### src/rtl/sps_status_pkg.sv
package sps_status_pkg;
    localparam int STAT_W     = 16;
    localparam int B_RX_NE    = 0;
    localparam int B_RX_UVF   = 1;
    localparam int B_RX_OVF   = 2;
    localparam int B_TX_FULL  = 3;
    localparam int B_TX_OVF   = 4;
    localparam int B_TX_UVF   = 5;
    localparam int B_TX_HE    = 6;
    localparam int N_STICKY   = 4;

    typedef enum logic {
        DIR_OFF = 1'b0,
        DIR_ON  = 1'b1
    } dir_state_e;
endpackage

### src/rtl/sps_dir_fsm.sv
module sps_dir_fsm
    import sps_status_pkg::*;
(
    input  logic clk,
    input  logic rst_n,
    input  logic en,
    output logic disable_clr
);
    dir_state_e state_q, state_d;

    always_ff @(posedge clk) begin
        if (!rst_n) state_q <= DIR_OFF;
        else        state_q <= state_d;
    end

    always_comb begin
        state_d = state_q;
        unique case (state_q)
            DIR_OFF: if (en)  state_d = DIR_ON;   // ENABLE
            DIR_ON:  if (!en) state_d = DIR_OFF;  // DISABLE
            default: state_d = DIR_OFF;
        endcase
    end

    always_comb begin
        disable_clr = (state_q == DIR_ON) && !en;
    end
endmodule

### src/rtl/sps_sticky.sv
module sps_sticky (
    input  logic clk,
    input  logic rst_n,
    input  logic set_ev,
    input  logic w1c,
    input  logic dis_clr,
    output logic flag_q
);
    always_ff @(posedge clk) begin
        if (!rst_n)              flag_q <= 1'b0;
        else if (set_ev)         flag_q <= 1'b1;
        else if (w1c || dis_clr) flag_q <= 1'b0;
    end
endmodule

### src/rtl/sps_status_unit.sv
module sps_status_unit
    import sps_status_pkg::*;
#(
    parameter int RX_DEPTH = 8,
    parameter int TX_DEPTH = 8,
    localparam int RX_LW = $clog2(RX_DEPTH + 1),
    localparam int TX_LW = $clog2(TX_DEPTH + 1)
) (
    input  logic              clk,
    input  logic              rst_n,
    input  logic              rx_en,
    input  logic              tx_en,
    input  logic              rx_word_done,
    input  logic [RX_LW-1:0]  rx_level,
    input  logic              rx_rd,
    input  logic [TX_LW-1:0]  tx_level,
    input  logic              tx_wr,
    input  logic              tx_need,
    input  logic              stat_we,
    input  logic [STAT_W-1:0] stat_wdata,
    output logic [STAT_W-1:0] stat_rdata
);
    localparam int STICKY_POS [N_STICKY] = '{B_RX_UVF, B_RX_OVF, B_TX_OVF, B_TX_UVF};

    logic rx_empty, rx_full, tx_empty, tx_full;
    logic rx_dis, tx_dis;
    logic rx_ne_q, tx_full_q, tx_he_q;
    logic [N_STICKY-1:0] set_v, dis_v, w1c_v, flag_v;

    assign rx_empty = (rx_level == RX_LW'(0));
    assign rx_full  = (rx_level == RX_LW'(RX_DEPTH));
    assign tx_empty = (tx_level == TX_LW'(0));
    assign tx_full  = (tx_level == TX_LW'(TX_DEPTH));

    sps_dir_fsm rx_fsm_i (.clk(clk), .rst_n(rst_n), .en(rx_en), .disable_clr(rx_dis));
    sps_dir_fsm tx_fsm_i (.clk(clk), .rst_n(rst_n), .en(tx_en), .disable_clr(tx_dis));

    // Set events, in the order of STICKY_POS
    assign set_v[0] = rx_rd && rx_empty;
    assign set_v[1] = rx_word_done && rx_full;
    assign set_v[2] = tx_wr && tx_full;
    assign set_v[3] = tx_need && tx_en && tx_empty;
    assign dis_v    = {tx_dis, tx_dis, rx_dis, rx_dis};

    genvar gi;
    generate
        for (gi = 0; gi < N_STICKY; gi++) begin : g_sticky
            assign w1c_v[gi] = stat_we && stat_wdata[STICKY_POS[gi]];
            sps_sticky flag_i (
                .clk(clk), .rst_n(rst_n), .set_ev(set_v[gi]),
                .w1c(w1c_v[gi]), .dis_clr(dis_v[gi]), .flag_q(flag_v[gi])
            );
        end
    endgenerate

    always_ff @(posedge clk) begin
        if (!rst_n) begin
            rx_ne_q   <= 1'b0;
            tx_full_q <= 1'b0;
            tx_he_q   <= 1'b1;
        end else begin
            rx_ne_q   <= !rx_empty;
            tx_full_q <= tx_full;
            tx_he_q   <= tx_empty;
        end
    end

    always_comb begin
        stat_rdata            = '0;
        stat_rdata[B_RX_NE]   = rx_ne_q;
        stat_rdata[B_TX_FULL] = tx_full_q;
        stat_rdata[B_TX_HE]   = tx_he_q;
        for (int k = 0; k < N_STICKY; k++) stat_rdata[STICKY_POS[k]] = flag_v[k];
    end
endmodule

### config.mk
export PLATFORM = sky130hd
export DESIGN_NAME = sps_status_unit
export DESIGN_NICKNAME = d
export VERILOG_FILES = /design/src/rtl/sps_status_pkg.sv /design/src/rtl/sps_dir_fsm.sv /design/src/rtl/sps_sticky.sv /design/src/rtl/sps_status_unit.sv
export SDC_FILE = /design/constraint.sdc
export NUM_CORES = 1
export LEC_CHECK = 0
export BUFFER_PORTS_ARGS = -buffer_cell sky130_fd_sc_hd__buf_2
export CORE_MARGIN = 2
export CORE_UTILIZATION = 30
export DETAILED_ROUTE_END_ITERATION = 6
export PLACE_DENSITY = 0.72
export SLEW_MARGIN = 10
export SYNTH_ARGS = -nofsm -noshare
export SYNTH_HDL_FRONTEND = slang
export SYNTH_SLANG_ARGS = --single-unit
export TNS_END_PERCENT = 5
### constraint.sdc
create_clock -name clk -period 0.8 [get_ports clk]
set_input_delay 0.12 -clock clk [delete_from_list [all_inputs] [get_ports clk]]
set_output_delay 0.12 -clock clk [all_outputs]
set_load 0.05 [all_outputs]
==> run_results.csv, run 1 <==
group,metric,value,unit
status,outcome,"finished, violations left",
status,violations,"negative setup slack",
route,totalWireLength,990,microns
yosys,yosys.area.top_type,"dfxtp_1",
clock_network,cts.path.max_buffers,2,
finish,regArea,190,sq um
worst_setup_path,crit_buf_inv,1,
worst_setup_path,path_class,"register to output pin",
yosys,synthMuxAreaShare,0,%
sta,tns,-0.360,ns
power,switching_share,31.0,%
route,vias_per_cell,4.40,
worst_setup_path,cp_data_required_time,0.68,ns
place,portBuffers,27,
power,p_leak,0.318,nW
yosys,syn_avg_cell_area,9.38,sq um
place,place_area,557,sq um
yosys,synth_seq_cells,9,
yosys,synth_ff_type,"dfxtp_1",
yosys,yosys.cell_types.count,20,
floorplan,start_util,32.0,%
job,cap_violations,0,
sta,period_share,108,%
finish,drive_gt1_share,64.1,%
clock_network,clock-sinks,9,
sta,rsz0062_at_grt,"true",
floorplan,core-area,1520,sq um
clock_network,path_clk_slew,0.06,ns
power,power_density,1600,nW/um^2
yosys,synthCells,52,
route,drtIter0Drc,2,
yosys,yosysSeqAreaShare,36.9,%
global_routing,grt_max_degree,8,
worst_setup_path,crit_path_cell_trace,"buf_8",
worst_setup_path,critPathCaptureType,"output pin",
sta,setup_viol_count_final,7,
sta,clock_skew,0.00500,ns
global_routing,grt_antenna_before_repair,0,
sta,setup_ws,-0.0625,ns
sta,hold-worst-slack,0.0556,ns
power,comb_power_share,25.4,%
worst_setup_path,path_max_fanout,2,
yosys,synth_edf_count,0,
power,p_int,0.751,mW
worst_setup_path,path_delay_family,"flip-flops",
worst_setup_path,crit_slowest_cell,"dfxtp_2",
yosys,synth_top_area_share,36.9,%
worst_setup_path,arrival,0.74,ns
power,ir_drop,0.00111,V
power,switching_power,0.338,mW
finish,areaGrowthSynthToFinish,39.5,%
route,dr_wl_met2,543,microns
clock_network,h-tree-depth,1,
clock_network,worstSkewPairLatency,0.25,ns
place,dp_cells,88,
power,total_power,1.09,mW
min_path,hold_class,"input pin to register",
clock_network,cts_tree,"done",
yosys,synth_top_family_by_area,"buffers and inverters",
floorplan,die_h,44.3,microns
finish,final_design_area_no_fill,681,sq um
finish,instances_no_fill,94,
route,wire_per_inst,10.5,microns
finish,fillers,158,
yosys,synth-compound-area-share,9.49,%
finish,multiInputGateArea,209,sq um
route,vias,414,
global_routing,track_usage,11.2,%
yosys,synthAdderAreaFrac,0,%
sta,period_needed,0.863,ns
finish,n_antenna_cell,0,
yosys,ys_top_cells_by_area,"dfxtp_1 (37%), buf_4 (25%), nor4_2 (7.7%)",
yosys,syn_area,488,sq um
floorplan,die_area,1970,sq um
place,hpwl,767,microns
yosys,async_reset_ff_share,0,%
global_routing,grt_first_pass_wirelength,1570,microns
route,dr.pass1.iters,3,
clock_network,clockRootBuffer,"clkbuf_4",
yosys,synthXorXnorAreaFrac,0,%
sta,finalHoldViolations,0,
power,pwr-share-seq,43.6,%
yosys,synthSimpleGateAreaFrac,25.1,%
route,drc,0,
floorplan,ios,49,
clock_network,cts_hold_repair.buffers,0,
clock_network,cts_buffers,3,
place,globalplace.congestion,0.673,
global_routing,grt_overflow,0,
yosys,ys.warnings.count,0,
global_routing,grt_pass1_vias,385,
route,wl_met1,357,microns
place,pre_cts_ws,-0.106,ns
worst_setup_path,max_stage_delay,0.34,ns
sta,slew_violations,0,
route,highest_layer,"met3",
worst_setup_path,start_kind,"register",
route,antenna_left,0,
finish,nNetsFinal,112,
floorplan,rows,14,
finish,post-route-util,44.7,%
sta,max_freq,1.16,GHz
yosys,yosysMostFrequentCell,"buf_4",
yosys,synth_common_cells,"buf_4 (16), dfxtp_1 (9), nand3_1 (4)",
floorplan,die_w,44.3,microns
route,met3_length,89,microns
power,clock_power_share,31.1,%
[per-layer routing]
layer	track usage, %	vias up
li1	-	203
met1	11.2	191
met2	20.3	20
met3	7.76	0
met4	0	0
met5	0	-
[power groups by stage]
stage               clock network (mW)  logic [mW]  registers (mW)
global placement                     0       0.246           0.477
global route                     0.390       0.293           0.476
floorplan                            0       0.218           0.477
finish                           0.338       0.276           0.475
CTS                              0.359       0.265           0.472
detailed placement                   0       0.249           0.478
[flip-flops by register name, indices dropped and copies added (netlist names)]
signal	count
rx_fsm_i.state_q	1
tx_full_q	1
tx_fsm_i.state_q	1
rx_ne_q	1
g_sticky.flag_i.flag_q	4
tx_he_q	1
[what timing repair did]
action | 4_1_cts | 5_1_grt
gates cloned | 0 | 0
gates resized for setup | 24 | 7
pin swaps | 0 | 1
endpoints found under the setup margin | 8 | 9
setup buffers | 1 | 1
[placed cells by master (no fill, tap or decap), types with 2 or more instances in the layout]
cell / instances
clkbuf_4: 3
conb_1: 9
nand3_1: 4
buf_2: 20
nand2_1: 3
buf_4: 4
and2_2: 2
dfxtp_2: 8
buf_8: 6
nor4_2: 3
nor2b_1: 2
a21boi_1: 2
[logic make-up (layout without fill, tap and decap cells)]
kind of cell	after synthesis	in the layout
AOI/OAI and AO/OA	6	6
and+or+nand+nor	18	18
DFF	9	9
other	1	9
buffers and inverters	18	36
[worst paths after layout]
kind                                                 from                        end  slack [ns]  cells after the start
worst min register to register  g_sticky[3].flag_i.flag_q  g_sticky[3].flag_i.flag_q        0.51                      2
worst max-delay path            g_sticky[2].flag_i.flag_q              stat_rdata[4]       -0.06                      1
worst min-delay path                          tx_level[0]                  tx_full_q        0.06                      2
worst max register to register           tx_fsm_i.state_q  g_sticky[2].flag_i.flag_q        0.01                      3
[cell type report]
cell class / instances / share of cell area (%)
tap: 16 / 2.94
clock buffer: 4 / 3.86
sequential: 9 / 27.9
multi-input combinational: 33 / 30.7
timing repair buffer: 31 / 34.0
inverter: 1 / 0.551
No activity file was read; power rests on OpenSTA's default activity.
==> run 2, diff against run 1 <==
Settings changed: CTS_BUF_LIST set to sky130_fd_sc_hd__clkbuf_8 sky130_fd_sc_hd__clkbuf_16.
==> run_results.csv, run 2 (synthesis gave the netlist of run 1 again) <==
group,metric,value,unit
status,outcome,"finished, violations left",
status,violations,"negative setup slack",
worst_setup_path,cp_data_required_time,0.68,ns
power,ir_drop,0.00155,V
worst_setup_path,critPathCaptureType,"output pin",
floorplan,die_w,44.3,microns
worst_setup_path,crit_path_cell_trace,"buf_8",
global_routing,grt_antenna_before_repair,0,
floorplan,rows,14,
worst_setup_path,start_kind,"register",
clock_network,clock-sinks,9,
clock_network,clockRootBuffer,"clkbuf_8",
sta,rsz0062_at_grt,"true",
floorplan,ios,49,
global_routing,grt_use_met2,20.3,%
place,pre_cts_ws,-0.106,ns
worst_setup_path,arrival,0.71,ns
route,antenna_left,0,
floorplan,die_h,44.3,microns
sta,period_needed,0.832,ns
power,power_density,1790,nW/um^2
worst_setup_path,path_max_fanout,2,
global_routing,use_met1,11.7,%
sta,finalHoldViolations,0,
clock_network,cts_hold_repair.buffers,0,
finish,mostFrequentLayoutCells,"buf_2 (20), conb_1 (9), dfxtp_2 (8)",
clock_network,cts.path.max_buffers,2,
global_routing,grt_first_pass_wirelength,1610,microns
clock_network,path_clk_slew,0.04,ns
finish,largest_reg_flops,4,
route,wire_per_inst,10.6,microns
finish,final_common_cell,"buf_2",
floorplan,start_util,32.0,%
clock_network,cts_tree,"done",
place,hpwl,767,microns
finish,largest_register,"g_sticky.flag_i.flag_q",
route,vias_per_cell,4.36,
sta,setup_ws,-0.0325,ns
clock_network,h-tree-depth,1,
power,p_leak,0.330,nW
clock_network,worstSkewPairLatency,0.23,ns
worst_setup_path,path_delay_family,"flip-flops",
finish,areaGrowthSynthToFinish,43.3,%
route,drc,0,
floorplan,core-area,1520,sq um
global_routing,top_usage_layer,"met2",
route,dr.pass1.iters,4,
worst_setup_path,crit_buf_inv,1,
finish,final_design_area_no_fill,699,sq um
sta,slew_violations,0,
route,vias,410,
sta,setup_viol_count_final,7,
global_routing,track_usage,11.6,%
finish,n_antenna_cell,0,
job,cap_violations,0,
global_routing,grtUsageMet3,7.76,%
finish,drive_gt1_share,64.1,%
place,portBuffers,27,
clock_network,cts_buffers,3,
place,place_area,557,sq um
worst_setup_path,max_stage_delay,0.34,ns
sta,period_share,104,%
sta,clock_skew,0.00257,ns
sta,max_freq,1.20,GHz
floorplan,die_area,1970,sq um
worst_setup_path,path_class,"register to output pin",
global_routing,grt_pass1_vias,393,
global_routing,grt_max_degree,8,
worst_setup_path,crit_slowest_cell,"dfxtp_2",
min_path,hold_class,"input pin to register",
route,drtIter0Drc,1,
global_routing,grt_overflow,0,
route,totalWireLength,1000,microns
place,globalplace.congestion,0.673,
finish,nNetsFinal,112,
[run 2: changes by cell type in the layout (fill, tap and decap cells not counted)]
cell / before / now
clkbuf_1: 1 / 0
clkbuf_4: 3 / 0
inv_1: 0 / 1
clkbuf_8: 0 / 3
[run 2: timing repair]
item	in CTS	in global routing
hold endpoints to repair	0	0
pin swaps	0	1
gates resized for setup	24	7
setup buffers	1	1
setup endpoints to repair	8	9
[run 2: through the flow]
step	std cells	power, mW	TNS (ns)	hold WS [ns]	util, %
2_1_floorplan	60	0.695	0	0.195	-
3_3_place_gp	88	0.723	-0.0693	0.325	36.5
3_5_place_dp	88	0.727	-0.129	0.327	36.5
4_1_cts	93	1.26	-0.211	0.0777	44.2
5_1_grt	94	1.33	-0.342	0.0840	45.9
6_report	94	1.25	-0.139	0.0859	45.9
[run 2: per-layer routing]
layer  vias to the layer above  wire length [microns]
met1                       186                    359
met5                         -                      0
met2                        23                    543
li1                        201                      -
met3                         0                     99
met4                         0                      0
[run 2: final timing paths]
check | cells past startpoint | slack, ns | start | end
worst min-delay path | 2 | 0.09 | tx_level[0] | tx_full_q
worst max-delay path | 1 | -0.03 | g_sticky[0].flag_i.flag_q | stat_rdata[1]
worst max register to register | 3 | 0.01 | tx_fsm_i.state_q | g_sticky[2].flag_i.flag_q
worst min register to register | 2 | 0.51 | g_sticky[3].flag_i.flag_q | g_sticky[3].flag_i.flag_q
[run 2: layout make-up]
cell class                      instances  area, sq um
Sequential cell                         9          190
Tap cell                               16         20.0
Inverter                                1         3.75
Clock buffer                            3         41.3
Timing Repair Buffer                   31          231
Fill cell                             156          825
Clock inverter                          1         3.75
Multi-Input combinational cell         33          209
[run 2: power breakdown]
part,total [mW],switching [mW],internal [mW]
Clock,0.499,0.166,0.333
Combinational,0.276,0.183,0.0934
Sequential,0.477,0.00849,0.469
Total,1.25,0.358,0.895
==> run 3, diff against run 2 <==
Settings changed: MAX_ROUTING_LAYER set to met4, TNS_END_PERCENT 5 to 20.
==> run_results.csv, run 3 (synthesis gave the netlist of run 1 again) <==
group,metric,value,unit
finish,drive_gt1_share,64.1,%
clock_network,clock-sinks,9,
global_routing,grt_overflow,0,
route,vias_per_cell,4.36,
route,antenna_left,0,
power,total_power,1.25,mW
sta,slew_violations,0,
floorplan,start_util,32.0,%
worst_setup_path,critPathCaptureType,"output pin",
power,power_density,1790,nW/um^2
floorplan,die_w,44.3,microns
route,dr.pass1.iters,4,
finish,largest_reg_flops,4,
place,portBuffers,27,
worst_setup_path,cp_num_cells,1,
floorplan,ios,49,
route,vias,410,
clock_network,path_clk_slew,0.04,ns
sta,hold-worst-slack,0.0859,ns
finish,n_antenna_cell,0,
worst_setup_path,max_stage_delay,0.34,ns
worst_setup_path,path_class,"register to output pin",
status,violations,"negative setup slack",
sta,max_freq,1.20,GHz
floorplan,die_h,44.3,microns
worst_setup_path,path_max_fanout,2,
route,wire_per_inst,10.6,microns
place,hpwl,767,microns
global_routing,grt_pass1_vias,393,
sta,rsz0062_at_grt,"true",
worst_setup_path,r2r_cells,3,
finish,final_common_cell,"buf_2",
worst_setup_path,path_delay_family,"flip-flops",
floorplan,rows,14,
min_path,hold_class,"input pin to register",
clock_network,cts_tree,"done",
global_routing,grt_first_pass_wirelength,1610,microns
worst_setup_path,crit_slowest_cell,"dfxtp_2",
global_routing,grt_max_degree,8,
sta,period_needed,0.832,ns
worst_setup_path,arrival,0.71,ns
clock_network,worstSkewPairLatency,0.23,ns
global_routing,track_usage,12.0,%
finish,nNetsFinal,112,
worst_setup_path,cp_data_required_time,0.68,ns
clock_network,h-tree-depth,1,
route,drc,0,
route,totalWireLength,1000,microns
floorplan,core-area,1520,sq um
job,cap_violations,0,
sta,setup_viol_count_final,7,
sta,clock_skew,0.00259,ns
clock_network,cts.path.max_buffers,2,
worst_setup_path,start_kind,"register",
place,pre_cts_ws,-0.106,ns
power,p_leak,0.330,nW
finish,areaGrowthSynthToFinish,43.3,%
sta,setup_ws,-0.0325,ns
route,drtIter0Drc,1,
sta,period_share,104,%
finish,largest_register,"g_sticky.flag_i.flag_q",
power,ir_drop,0.00155,V
status,outcome,"finished, violations left",
clock_network,cts_buffers,3,
place,globalplace.congestion,0.680,
clock_network,clockRootBuffer,"clkbuf_8",
sta,finalHoldViolations,0,
finish,mostFrequentLayoutCells,"buf_2 (20), conb_1 (9), dfxtp_2 (8)",
floorplan,die_area,1970,sq um
global_routing,grt_antenna_before_repair,0,
min_path,hold_depth,2,
worst_setup_path,crit_buf_inv,1,
worst_setup_path,crit_path_cell_trace,"buf_8",
-- run 3: what timing repair did --
| action | in CTS | in global routing |
|---|---|---|
| endpoints found under the setup margin | 8 | 9 |
| resized for setup | 24 | 7 |
| pin swaps | 0 | 1 |
| buffers inserted | 1 | 1 |
| hold buffers | 0 | 0 |
-- run 3: metrics by stage --
stage / TNS (ns) / area, sq um / cells / util (%)
2_1_floorplan: 0 / 518 / 60 / -
3_3_place_gp: -0.0693 / 557 / 88 / 36.5
3_5_place_dp: -0.129 / 557 / 88 / 36.5
4_1_cts: -0.211 / 673 / 93 / 44.2
5_1_grt: -0.342 / 699 / 94 / 45.9
6_report: -0.139 / 699 / 94 / 45.9
-- run 3: per-layer routing --
layer  vias to the layer above  GRT usage, %  share of wire, %
met5                         -             -                 0
met1                       186          11.9                36
li1                        201             -                 -
met4                         0          1.82                 0
met3                         0          7.35               9.5
met2                        23          20.3                54
-- run 3: where the power goes --
group          switching (mW)  internal (mW)  leakage [nW]
registers             0.00849          0.469        0.0767
clock network           0.166          0.333        0.0269
logic                   0.183         0.0934         0.226
-- run 3: worst paths after layout --
path,startpoint,endpoint,slack [ns]
setup / recovery,g_sticky[0].flag_i.flag_q,stat_rdata[1],-0.03
hold / removal,tx_level[0],tx_full_q,0.09
setup reg to reg,tx_fsm_i.state_q,g_sticky[2].flag_i.flag_q,0.01
hold reg to reg,g_sticky[3].flag_i.flag_q,g_sticky[3].flag_i.flag_q,0.51
-- run 3: final cells by class --
class,instances,area [sq um]
fill,156,825
clock inverter,1,3.75
clock buffer,3,41.3
inverter,1,3.75
sequential,9,190
tap,16,20.0
timing repair buffer,31,231
multi-input combinational,33,209
